`src/rtl/wdog_keyed.sv`:
```
module wdog_keyed #(
  parameter int          HALF_TICKS  = 500,
  parameter int          RST_PULSE   = 16,
  parameter int          ADDR_W      = 8,
  parameter logic [11:0] RESTART_KEY = 12'hA57
) (
  input  logic              clk,
  input  logic              rst_n,
  input  logic              tick,
  input  logic              bus_we,
  input  logic [ADDR_W-1:0] bus_addr,
  input  logic [31:0]       bus_wdata,
  output logic [31:0]       bus_rdata,
  output logic              sys_rst_o,
  output logic              irq_o
);

  localparam int CNT_W = $clog2(32 * HALF_TICKS + 1);
  localparam int PLS_W = $clog2(RST_PULSE + 1);

  localparam logic [ADDR_W-1:0] OFS_IRQEN = ADDR_W'(8'h00);
  localparam logic [ADDR_W-1:0] OFS_STAT  = ADDR_W'(8'h04);
  localparam logic [ADDR_W-1:0] OFS_CTRL  = ADDR_W'(8'h10);
  localparam logic [ADDR_W-1:0] OFS_CFG   = ADDR_W'(8'h14);
  localparam logic [ADDR_W-1:0] OFS_MODE  = ADDR_W'(8'h18);

  localparam logic [1:0] ACT_RESET = 2'd1;
  localparam logic [1:0] ACT_IRQ   = 2'd2;

  function automatic logic [CNT_W-1:0] period_ticks(input logic [3:0] code);
    logic [5:0] halves;
    case (code)
      4'd0:    halves = 6'd1;
      4'd1:    halves = 6'd2;
      4'd2:    halves = 6'd4;
      4'd3:    halves = 6'd6;
      4'd4:    halves = 6'd8;
      4'd5:    halves = 6'd10;
      4'd6:    halves = 6'd12;
      4'd7:    halves = 6'd16;
      4'd8:    halves = 6'd20;
      4'd9:    halves = 6'd24;
      4'd10:   halves = 6'd28;
      default: halves = 6'd32;
    endcase
    return CNT_W'(halves) * CNT_W'(HALF_TICKS);
  endfunction

  logic             irq_en;
  logic             pending;
  logic [1:0]       act_sel;
  logic             mode_en;
  logic [3:0]       mode_code;
  logic             armed;
  logic [CNT_W-1:0] cnt;
  logic [PLS_W-1:0] rst_cnt;

  logic wr_irqen, wr_stat, wr_ctrl, wr_cfg, wr_mode;
  logic restart_ok, expire;
  logic unused_wbits;

  assign wr_irqen = bus_we && (bus_addr == OFS_IRQEN);
  assign wr_stat  = bus_we && (bus_addr == OFS_STAT);
  assign wr_ctrl  = bus_we && (bus_addr == OFS_CTRL);
  assign wr_cfg   = bus_we && (bus_addr == OFS_CFG);
  assign wr_mode  = bus_we && (bus_addr == OFS_MODE);

  assign restart_ok = wr_ctrl && bus_wdata[0] && (bus_wdata[12:1] == RESTART_KEY) && mode_en;
  assign expire     = !wr_mode && !restart_ok && armed && tick && (cnt == CNT_W'(1));

  assign unused_wbits = ^bus_wdata[31:13];

  always_ff @(posedge clk) begin
    if (!rst_n) begin
      irq_en    <= 1'b0;
      act_sel   <= 2'd0;
      mode_en   <= 1'b0;
      mode_code <= 4'd0;
    end else begin
      if (wr_irqen) irq_en <= bus_wdata[0];
      if (wr_cfg)   act_sel <= bus_wdata[1:0];
      if (wr_mode) begin
        mode_en   <= bus_wdata[0];
        mode_code <= bus_wdata[7:4];
      end
    end
  end

  always_ff @(posedge clk) begin
    if (!rst_n) begin
      armed <= 1'b0;
      cnt   <= '0;
    end else if (wr_mode) begin
      armed <= bus_wdata[0];
      if (bus_wdata[0]) cnt <= period_ticks(bus_wdata[7:4]);
    end else if (restart_ok) begin
      armed <= 1'b1;
      cnt   <= period_ticks(mode_code);
    end else if (armed && tick) begin
      if (cnt == CNT_W'(1)) begin
        armed <= 1'b0;
        cnt   <= '0;
      end else begin
        cnt <= cnt - CNT_W'(1);
      end
    end
  end

  always_ff @(posedge clk) begin
    if (!rst_n) pending <= 1'b0;
    else if (expire && act_sel == ACT_IRQ) pending <= 1'b1;
    else if (wr_stat && bus_wdata[0]) pending <= 1'b0;
  end

  always_ff @(posedge clk) begin
    if (!rst_n) rst_cnt <= '0;
    else if (expire && act_sel == ACT_RESET) rst_cnt <= PLS_W'(RST_PULSE);
    else if (rst_cnt != '0) rst_cnt <= rst_cnt - PLS_W'(1);
  end

  assign sys_rst_o = (rst_cnt != '0);
  assign irq_o     = pending && irq_en;

  always_comb begin
    bus_rdata = 32'd0;
    case (bus_addr)
      OFS_IRQEN: bus_rdata[0]   = irq_en;
      OFS_STAT:  bus_rdata[0]   = pending;
      OFS_CFG:   bus_rdata[1:0] = act_sel;
      OFS_MODE:  bus_rdata[7:0] = {mode_code, 3'b000, mode_en};
      default:   bus_rdata = 32'd0;
    endcase
  end

endmodule

```
`config.mk`:
```
export PLATFORM = sky130hd
export DESIGN_NAME = wdog_keyed
export DESIGN_NICKNAME = d
export VERILOG_FILES = /design/src/rtl/wdog_keyed.sv
export SDC_FILE = /design/constraint.sdc
export NUM_CORES = 1
export LEC_CHECK = 0
export ABC_AREA = 1
export BUFFER_PORTS_ARGS = -buffer_cell sky130_fd_sc_hd__buf_2
export CAP_MARGIN = 20
export CORE_MARGIN = 2
export CORE_UTILIZATION = 59
export CTS_BUF_LIST = sky130_fd_sc_hd__clkbuf_2 sky130_fd_sc_hd__clkbuf_4 sky130_fd_sc_hd__clkbuf_8
export DETAILED_ROUTE_END_ITERATION = 16
export GPL_ROUTABILITY_DRIVEN = 0
export PLACE_DENSITY = 0.82
export SYNTH_ARGS = -nofsm -noshare
export SYNTH_HDL_FRONTEND = slang
export SYNTH_SLANG_ARGS = --single-unit
```
`constraint.sdc`:
```
create_clock -name clk -period 4.85 [get_ports clk]
set_input_delay 0 -clock clk [delete_from_list [all_inputs] [get_ports clk]]
set_output_delay 0 -clock clk [all_outputs]
set_load 0.01 [all_outputs]
```
# Yosys cells after proc, flatten, opt, wreduce, memory -nomap -nowiden
# Memories as Yosys holds them, arrays and structs flattened. A register that Yosys moved wholly into a read port is not among the register bits.
# Cells that the tools add are included.
[totals]
regBits = 29
rom_bits = 192
in_bits = 44
output_inout_bits = 34
wordCells = 77
mem_count = 2
[mem_list]
columns = ["memory", "depth", "word_bits", "read_ports", "rd_clocked_by_memory_dff", "wr", "line", "source"]
rows = [
  ["(no name shown)", 16, 6, 1, 0, 0, "32", "case (code)"],
  ["(no name shown)", 16, 6, 1, 1, 0, "32", ""],
]
[op_classes]
add_sub_neg = 2
mul = 2
n_eq_ne = 9
mux = 24
n_bitwise = 1
n_reduce_logical = 28
[ops]
columns = ["cell", "n"]
rows = [
  ["14-bit 2-to-1 mux", 5],
  ["6-bit 2-to-1 mux", 7],
  ["8-bit by 5-bit equality test with 1-bit output (second input constant)", 3],
  ["6-bit by 7-bit multiplier with 12-bit output (second input constant)", 2],
  ["1-bit logical AND", 17],
  ["14-bit by 1-bit equality test with 1-bit output (second input constant)", 1],
  ["14-bit by 1-bit subtractor with 14-bit output (second input constant)", 1],
  ["12-bit equality test (second input constant)", 1],
  ["5-bit 2-to-1 mux", 2],
  ["8-bit by 3-bit equality test with 1-bit output (second input constant)", 1],
  ["8-bit logical NOT", 1],
  ["4-bit 2-to-1 mux", 2],
  ["1-bit 2-to-1 mux", 7],
  ["3-bit nonzero test", 2],
  ["5-bit nonzero test", 1],
  ["5-bit by 1-bit subtractor with 5-bit output (second input constant)", 1],
  ["1-bit case mux with 4 select lines", 1],
  ["2-bit AND reduction", 2],
  ["2-bit nonzero test", 2],
  ["2-bit by 1-bit equality test with 1-bit output (second input constant)", 1],
  ["2-bit equality test (second input constant)", 1],
  ["1-bit logical NOT", 2],
  ["2-bit inequality test (second input constant)", 1],
  ["2-bit OR reduction", 1],
  ["1-bit NOT", 1],
]

# Logic depth before layout (Yosys ltp)
# Gate-level depths: netlist (run 1).
[logic_depth]
ltp_word = 12
depth_mapped = 23
mapped_depth_nobuf = 23

# Worst setup path after synthesis (run 1)
# OpenSTA, ideal clock, no wires.
[synth_timing]
path_kind = "input -> register"
start = "input port bus_wdata[4]"
end = "register cnt[13]"
setup_time_ns = 0.117
t_arrival_ns = 3.240
t_required_ns = 4.733
setup_slack_ns = 1.492
stages = 18
n_path_buf = 0
cell_sequence = "ha_1 > o21ai_1 > inv_1 > fa_1 > inv_1 > ha_1 > xor2_1 > fa_1 > inv_1 > ha_1 > a21oi_1 > nand3_1 > nand2_1 > nand3_1 > nand3_1 > nand2_1 > nor2_1 > nor2_1"
[synth_between]
elab_chain_cells = 7
[synth_lines]
columns = ["element", "line", "source"]
rows = [
  ["from (decl)", "12", "input logic [31:0] bus_wdata,"],
  ["memory read 16 x 6 bit", "--", ""],
  ["6-bit 2-to-1 mux", "95", "if (bus_wdata[0]) cnt <= period_ticks(bus_wdata[7:4]);"],
  ["6-bit 2-to-1 mux", "93", "end else if (wr_mode) begin"],
  ["6-bit 2-to-1 mux", "90", "if (!rst_n) begin"],
  ["6-bit by 7-bit multiplier with 12-bit output", "46", "return CNT_W'(halves) * CNT_W'(HALF_TICKS);"],
  ["14-bit 2-to-1 mux", "95", ""],
  ["14-bit 2-to-1 mux", "93", ""],
  ["to (signal assigned)", "95", ""],
  ["to (signal assigned)", "98", "cnt <= period_ticks(mode_code);"],
  ["to (signal assigned)", "104", "cnt <= cnt - CNT_W'(1);"],
  ["to (decl)", "55", "logic [CNT_W-1:0] cnt;"],
]
# Several ways; a longest one is shown, not always the timed one. The select of a mux whose other input is x is not followed.
# A chain may end at the register's enable or synchronous reset.

# Worst setup path in the final report (run 1)
[layout_timing]
start = "input port bus_wdata[5]"
end = "register cnt[13]"
# The elaborated chain is that of the path after synthesis.

==> out/results.ini, run 1 <==
[layout]
insertedDiodeCount = 0
area_delta_synth_final_pct = 5.19
post_route_cells_drive_above_1_share_pct = 9.62
finalNetCount = 806
post-route-cell-area_sq_um = 4640

[logic_synthesis]
synthFlopType = dfxtp_1
async_flop_share_pct = 0
yosysSeqAreaShare_pct = 15.9
synth_area_sq_um = 4410
synth_top_area_share_pct = 15.9
avgSynthCellArea_sq_um = 6.74
yosys-top-cells-area = dfxtp_1, ha_1, inv_1
ys_types = 41
synth_cells = 654
post-synth-top-count-cell = inv_1
yosysWarnings = 0
synth_edf_count = 0
yosys-top-cells-count = inv_1, nand2_1, nor2_1
synth_top_area_cell = dfxtp_1
ys_ff_latch = 35

[status]
outcome = completed

[sta]
setup_ws_ns = 1.21
rsz0062_at_grt = false
worst_pin_slew_ns = 0.568
period_share_pct = 75.0
skew_ns = 0.0125
max_freq_mhz = 275
max_slew_margin_pct = 62.1
finalHoldViolations = 0
slew_viol_final = 0
fin_crit_ns = 3.64
finalSetupTns_ns = 0
setup_viol = 0

[routing]
dr_total_vias = 4007
dr.pass1.iters = 5
wl_per_cell_um = 12.0
drcViolationCount = 0
wl_um = 9430
drt-vias-per-instance = 5.10
drt_iter0_markers = 249
ant_nets = 0

[critical_path]
critPathKind = in2reg
start_kind = input pin
r2r-end = cnt[13]
critical_path_arrival_ns = 3.83
cp_top_family = adder cells
endpoint_kind = register
max_stage_delay_ns = 0.55
required_ns = 5.04
path_buf_inv = 4
cp_max_fo = 7
path_cells = buf_2 > ha_1 > o21ai_1 > inv_1 > fa_1 > inv_1 > ha_1 > xor2_1 > fa_1 > inv_1 > ha_1 > a21oi_1 > nand3_1 > nand2_1 > nand3_1 > nand3_1 > nand2_1 > nor2_1 > nor2_1
endpoint = cnt[13]
r2r_slack_ns = 1.27
rr_worst_depth = 13
worstSetupPathDepth = 19
cp-startpoint = bus_wdata[5]
slowest_stage = fa_1

[power_and_ir_drop]
p_comb_share_pct = 45.0
vdd_drop_max_v = 0.000282
p_leak_uw = 0.00266
p_per_area_nw_per_um2 = 211
power_frac_seq_pct = 32.1
p_int_uw = 575
p_clk_share_pct = 23.0
switchingPower_uw = 402
switching_share_pct = 41.1

[die]
die_x_um = 90.5
die_y_um = 90.5
initial_utilization_pct = 60.8
core_area_sq_um = 7250
dieArea_sq_um = 8180
io_pins = 78
rows = 31

[global_routing]
track_usage_pct = 24.1
grt_max_degree = 22
grt_pass1_wl_um = 16300
overflow = 0
antenna_found_initial = 0
grt_pass1_vias = 3863

[place]
numPortBuffers = 32
pre_cts_slack_ns = 0.948
dpl.hpwl_um = 7660
placed_area_sq_um = 4520

[run]
maxCapViolCount = 0

[clocking]
clk_latency_ns = 0.31
htreeDepth = 2
postCtsSetupBuffers = 0
cts_buffer_depth = 2
cts_root_buf = clkbuf_8
path_clk_slew_ns = 0.08
numCtsBuffers = 5
clock-sinks = 35
cts_tree = yes

[min_path]
hold_path_class = in2reg

[stage by stage]
| step | hold slack, ns | std cells | util, % | total power (uW) |
|---|---|---|---|---|
| after floorplan | 0.115 | 679 | - | 675 |
| after global placement | 0.290 | 775 | 62.4 | 735 |
| after detailed placement | 0.301 | 775 | 62.4 | 752 |
| after CTS | 0.0203 | 785 | 63.9 | 977 |
| after global routing | 0.0778 | 785 | 63.9 | 1060 |
| final | 0.0214 | 785 | 63.9 | 977 |
[layer usage]
layer,global-route usage (%),vias to the layer above,share of wire (%)
li1,-,2037,-
met1,29.7,1823,44
met2,42.0,119,48
met3,3.51,28,4.7
met4,10.0,0,3.2
met5,0,-,0
[final cells by class]
class                   count  area [sq um]
inverters                 138           523
multi-input cells         471          3020
fillers                   658          2620
well taps                  99           124
repair buffers             34           180
clock inverters             3          25.0
flip-flops and latches     35           701
clock buffers               5          68.8
[repair_timing]
action | in CTS | in global routing
hold endpoints to repair | 1 | 0
hold buffers | 2 | 0
resized for setup | 0 | 0
[power by group through the flow]
stage          combinational (uW)  sequential, uW  clock [uW]
3_5_place_dp                  432             320           0
4_1_cts                       437             314         227
3_3_place_gp                  416             319           0
6_report                      439             313         224
2_1_floorplan                 357             318           0
5_1_grt                       498             316         241
[cells by family after synthesis]
| logic type | count (synthesis) | share of synthesized area [%] |
|---|---|---|
| other | 1 | 0.0850 |
| buffers and inverters | 173 | 17.8 |
| adders and majority gates | 77 | 25.6 |
| AOI/OAI and AO/OA | 68 | 8.74 |
| and+or+nand+nor | 281 | 28.1 |
| xor gates and xnor gates | 19 | 3.77 |
| DFF | 35 | 15.9 |
[cells in the final DEF, fill, tap and decap left out, types with 12 or more instances in the layout]
cell type	netlist	layout
o21ai_0	14	14
ha_1	55	55
xor2_1	12	12
nor2_1	73	73
a21oi_1	30	30
dfxtp_1	35	35
buf_2	3	32
fa_1	22	22
inv_1	132	132
nand3_1	35	35
conb_1	1	26
nand2_1	131	131
[worst reg2reg max path: stages, from the launching register on]
cell and delay [ns]:
dfxtp_1 0.52, fa_1 0.48, inv_1 0.16, fa_1 0.47, fa_1 0.54, inv_1 0.05
ha_1 0.36, a21oi_1 0.29, o21a_1 0.17, nand3_1 0.08, nand3_1 0.12, nand2_1 0.08
nor2_1 0.12, nor2_1 0.05
[worst min path at each step]
| stage | depth (start not counted) | start | endpoint | slack [ns] |
|---|---|---|---|---|
| global placement | 2 | bus_we | irq_en | 0.29 |
| CTS | 3 | bus_wdata[0] | act_sel[0] | 0.02 |
| finish | 3 | bus_wdata[0] | act_sel[0] | 0.02 |
| detailed placement | 2 | bus_we | irq_en | 0.30 |
| global route | 3 | bus_wdata[0] | act_sel[0] | 0.08 |
| floorplan | 1 | bus_we | irq_en | 0.12 |
Power figures use the tool's default switching activity.
==> run 2: changes to the inputs <==
==> constraint.sdc (replaced) <==
create_clock -name clk -period 3.6 [get_ports clk]
set_input_delay 0 -clock clk [delete_from_list [all_inputs] [get_ports clk]]
set_output_delay 0 -clock clk [all_outputs]
set_load 0.01 [all_outputs]
==> run 2 against run 1 <==
Sequential share of layout area is 0.24 points lower. Non-clock buffer count is 8 higher. Design area is 2.1% higher. Via count is 0.60% lower. Global-route usage is 0.20 points higher. Die area stayed put. Clock power is 30% higher. Worst setup slack worse by 1.1 ns. Highest routed layer unchanged.
==> out/results.ini, run 2 (synthesis results as in run 1) <==
[clocking]
hold_buffers = 0  ; was 2
clock-sinks = 35  ; unchanged
cts_buffer_depth = 2  ; unchanged
path_clk_slew_ns = 0.07  ; was 0.08 ns
cts_tree = yes  ; unchanged
clk_latency_ns = 0.29  ; was 0.31 ns
htreeDepth = 2  ; unchanged
cts_root_buf = clkbuf_8  ; unchanged
numCtsBuffers = 5  ; unchanged

[routing]
ant_nets = 0  ; unchanged
met1_length_um = 4150  ; was 4180 um
wl_met2_um = 4810  ; was 4510 um
dr.pass1.iters = 4  ; was 5
drt_iter0_markers = 200  ; was 249
wl_um = 9670  ; was 9430 um
wl_met3_um = 528  ; was 439 um
drcViolationCount = 0  ; unchanged
wl_per_cell_um = 12.2  ; was 12.0 um
drt-vias-per-instance = 5.03  ; was 5.10
top_layer = met4  ; unchanged
dr_total_vias = 3983  ; was 4007

[sta]
whs_ns = 0.0134  ; was 0.0214 ns
slew_viol_final = 0  ; unchanged
finalHoldViolations = 0  ; unchanged
fin_crit_ns = 3.45
finalSetupTns_ns = 0  ; unchanged
period_share_pct = 96.0
max_freq_mhz = 289
max_slew_margin_pct = 64.4  ; was 62.1%
skew_ns = 0.00265  ; was 0.0125 ns
setup_viol = 0  ; unchanged
worst_pin_slew_ns = 0.534  ; was 0.568 ns

[power_and_ir_drop]
p_leak_uw = 0.00271  ; was 0.00266 uW
p_per_area_nw_per_um2 = 284  ; was 211 nW/um^2
vdd_drop_max_v = 0.000344  ; was 0.000282 V

[layout]
final_cells = 792  ; was 785
fill_cells = 635  ; was 658
finalNetCount = 814  ; was 806
final_common_cell = inv_1  ; unchanged
post_route_cells_drive_above_1_share_pct = 12.3  ; was 9.62%
final_core_util_pct = 65.3  ; was 63.9%
area_delta_synth_final_pct = 7.43  ; was 5.19%
seq_area_sq_um = 704  ; was 701 sq um
insertedDiodeCount = 0  ; unchanged
multi_input_area_sq_um = 3060  ; was 3020 sq um
final_cell_mix = inv_1, nand2_1, nor2_1  ; unchanged

[critical_path]
endpoint_kind = register  ; unchanged
path_cells = fa_1 > inv_1 > fa_1 > fa_1 > inv_1 > ha_1 > nand2_1 > nand3_2 > or2_2 > nand3_1 > nand3_1 > nand2_1 > a21oi_2  ; was buf_2 > ha_1 > o21ai_1 > inv_1 > fa_1 > inv_1 > ha_1 > xor2_1 > fa_1 > inv_1 > ha_1 > a21oi_1 > nand3_1 > nand2_1 > nand3_1 > nand3_1 > nand2_1 > nor2_1 > nor2_1
cp_top_family = adder cells  ; unchanged
path_buf_inv = 2  ; was 4
r2r_slack_ns = 0.15  ; was 1.27 ns
slowest_stage = fa_1  ; unchanged
critical_path_arrival_ns = 3.63  ; was 3.83 ns
path_common_cell = fa_1
cp_max_fo = 5  ; was 7
required_ns = 3.78  ; was 5.04 ns
critPathKind = reg2reg  ; was in2reg
start_kind = register  ; was input pin
max_stage_delay_ns = 0.55  ; about the same

[status]
outcome = completed  ; unchanged

[die]
die_x_um = 90.5  ; unchanged
dieArea_sq_um = 8180  ; unchanged
initial_utilization_pct = 60.8  ; unchanged
die_y_um = 90.5  ; unchanged
core_area_sq_um = 7250  ; unchanged
io_pins = 78  ; unchanged
rows = 31  ; unchanged

[global_routing]
overflow = 0  ; unchanged
track_usage_pct = 24.3  ; was 24.1%
grt_max_degree = 22  ; unchanged
grt_pass1_wl_um = 16700  ; was 16300 um
grt_pass1_vias = 3988  ; was 3863
antenna_found_initial = 0  ; unchanged

[place]
dp.cells = 785  ; was 775
numPortBuffers = 32  ; unchanged
dpl.hpwl_um = 7870  ; was 7660 um

[min_path]
hold_path_class = in2reg  ; unchanged

[run]
maxCapViolCount = 0  ; unchanged

==> run 2: cell types whose count changed in the layout (fill, tap and decap cells not counted), sizes merged <==
cell         delta
clkbuf          +1
buf            +10
clkinv          -1
dlygate4sd3     -2
clkinvlp        -1
==> run 2: worst reg2reg max path, delay by kind of cell, from the launching register on <==
kind / cells / cell delay, ns
adders and majority gates: 4 / 1.99
and+or+nand+nor: 6 / 0.81
DFF: 1 / 0.36
buffers and inverters: 2 / 0.14
AOI/OAI and AO/OA: 1 / 0.05
==> run 2: report_power, final <==
part	internal, uW	switching (uW)	leakage [uW]	total, uW
Sequential	408	14.5	0.000284	423
Clock	150	141	0.0000470	291
Combinational	246	387	0.00238	633
Total	804	542	0.00271	1350
==> run 2: worst paths after layout <==
kind | end | cells after the start | from
min | irq_en | 2 | bus_we
max | cnt[10] | 13 | register
min reg2reg | rst_cnt[0] | 2 | rst_cnt[0]
max reg2reg | cnt[10] | 13 | register
==> run 2: repair_timing <==
action                     in CTS  in global routing
gates resized for setup         0                 11
setup buffers                   0                  0
setup endpoints to repair       0                  5
==> run 2: area by class of cell <==
cell class	instances	share of cell area [%]
Timing Repair Buffer	42	4.97
Clock inverter	1	0.106
Sequential cell	35	14.9
Multi-Input combinational cell	471	64.7
Clock buffer	6	1.74
Tap cell	99	2.61
Inverter	138	11.0
==> run 2: through the flow <==
step,power [uW],setup slack [ns],cell area [sq um]
final,1350,0.145,4740
after global routing,1460,-0.0855,4740
after global placement,1010,0.0584,4600
after detailed placement,1030,-0.0674,4600
after CTS,1320,0.0649,4690
after floorplan,909,0.242,4500
==> run 2: layer usage <==
metal  track usage [%]  vias up
met5                 0        -
met4              8.08        0
met3              2.50       17
met2              45.6      126
met1              28.7     1798
li1                  -     2042
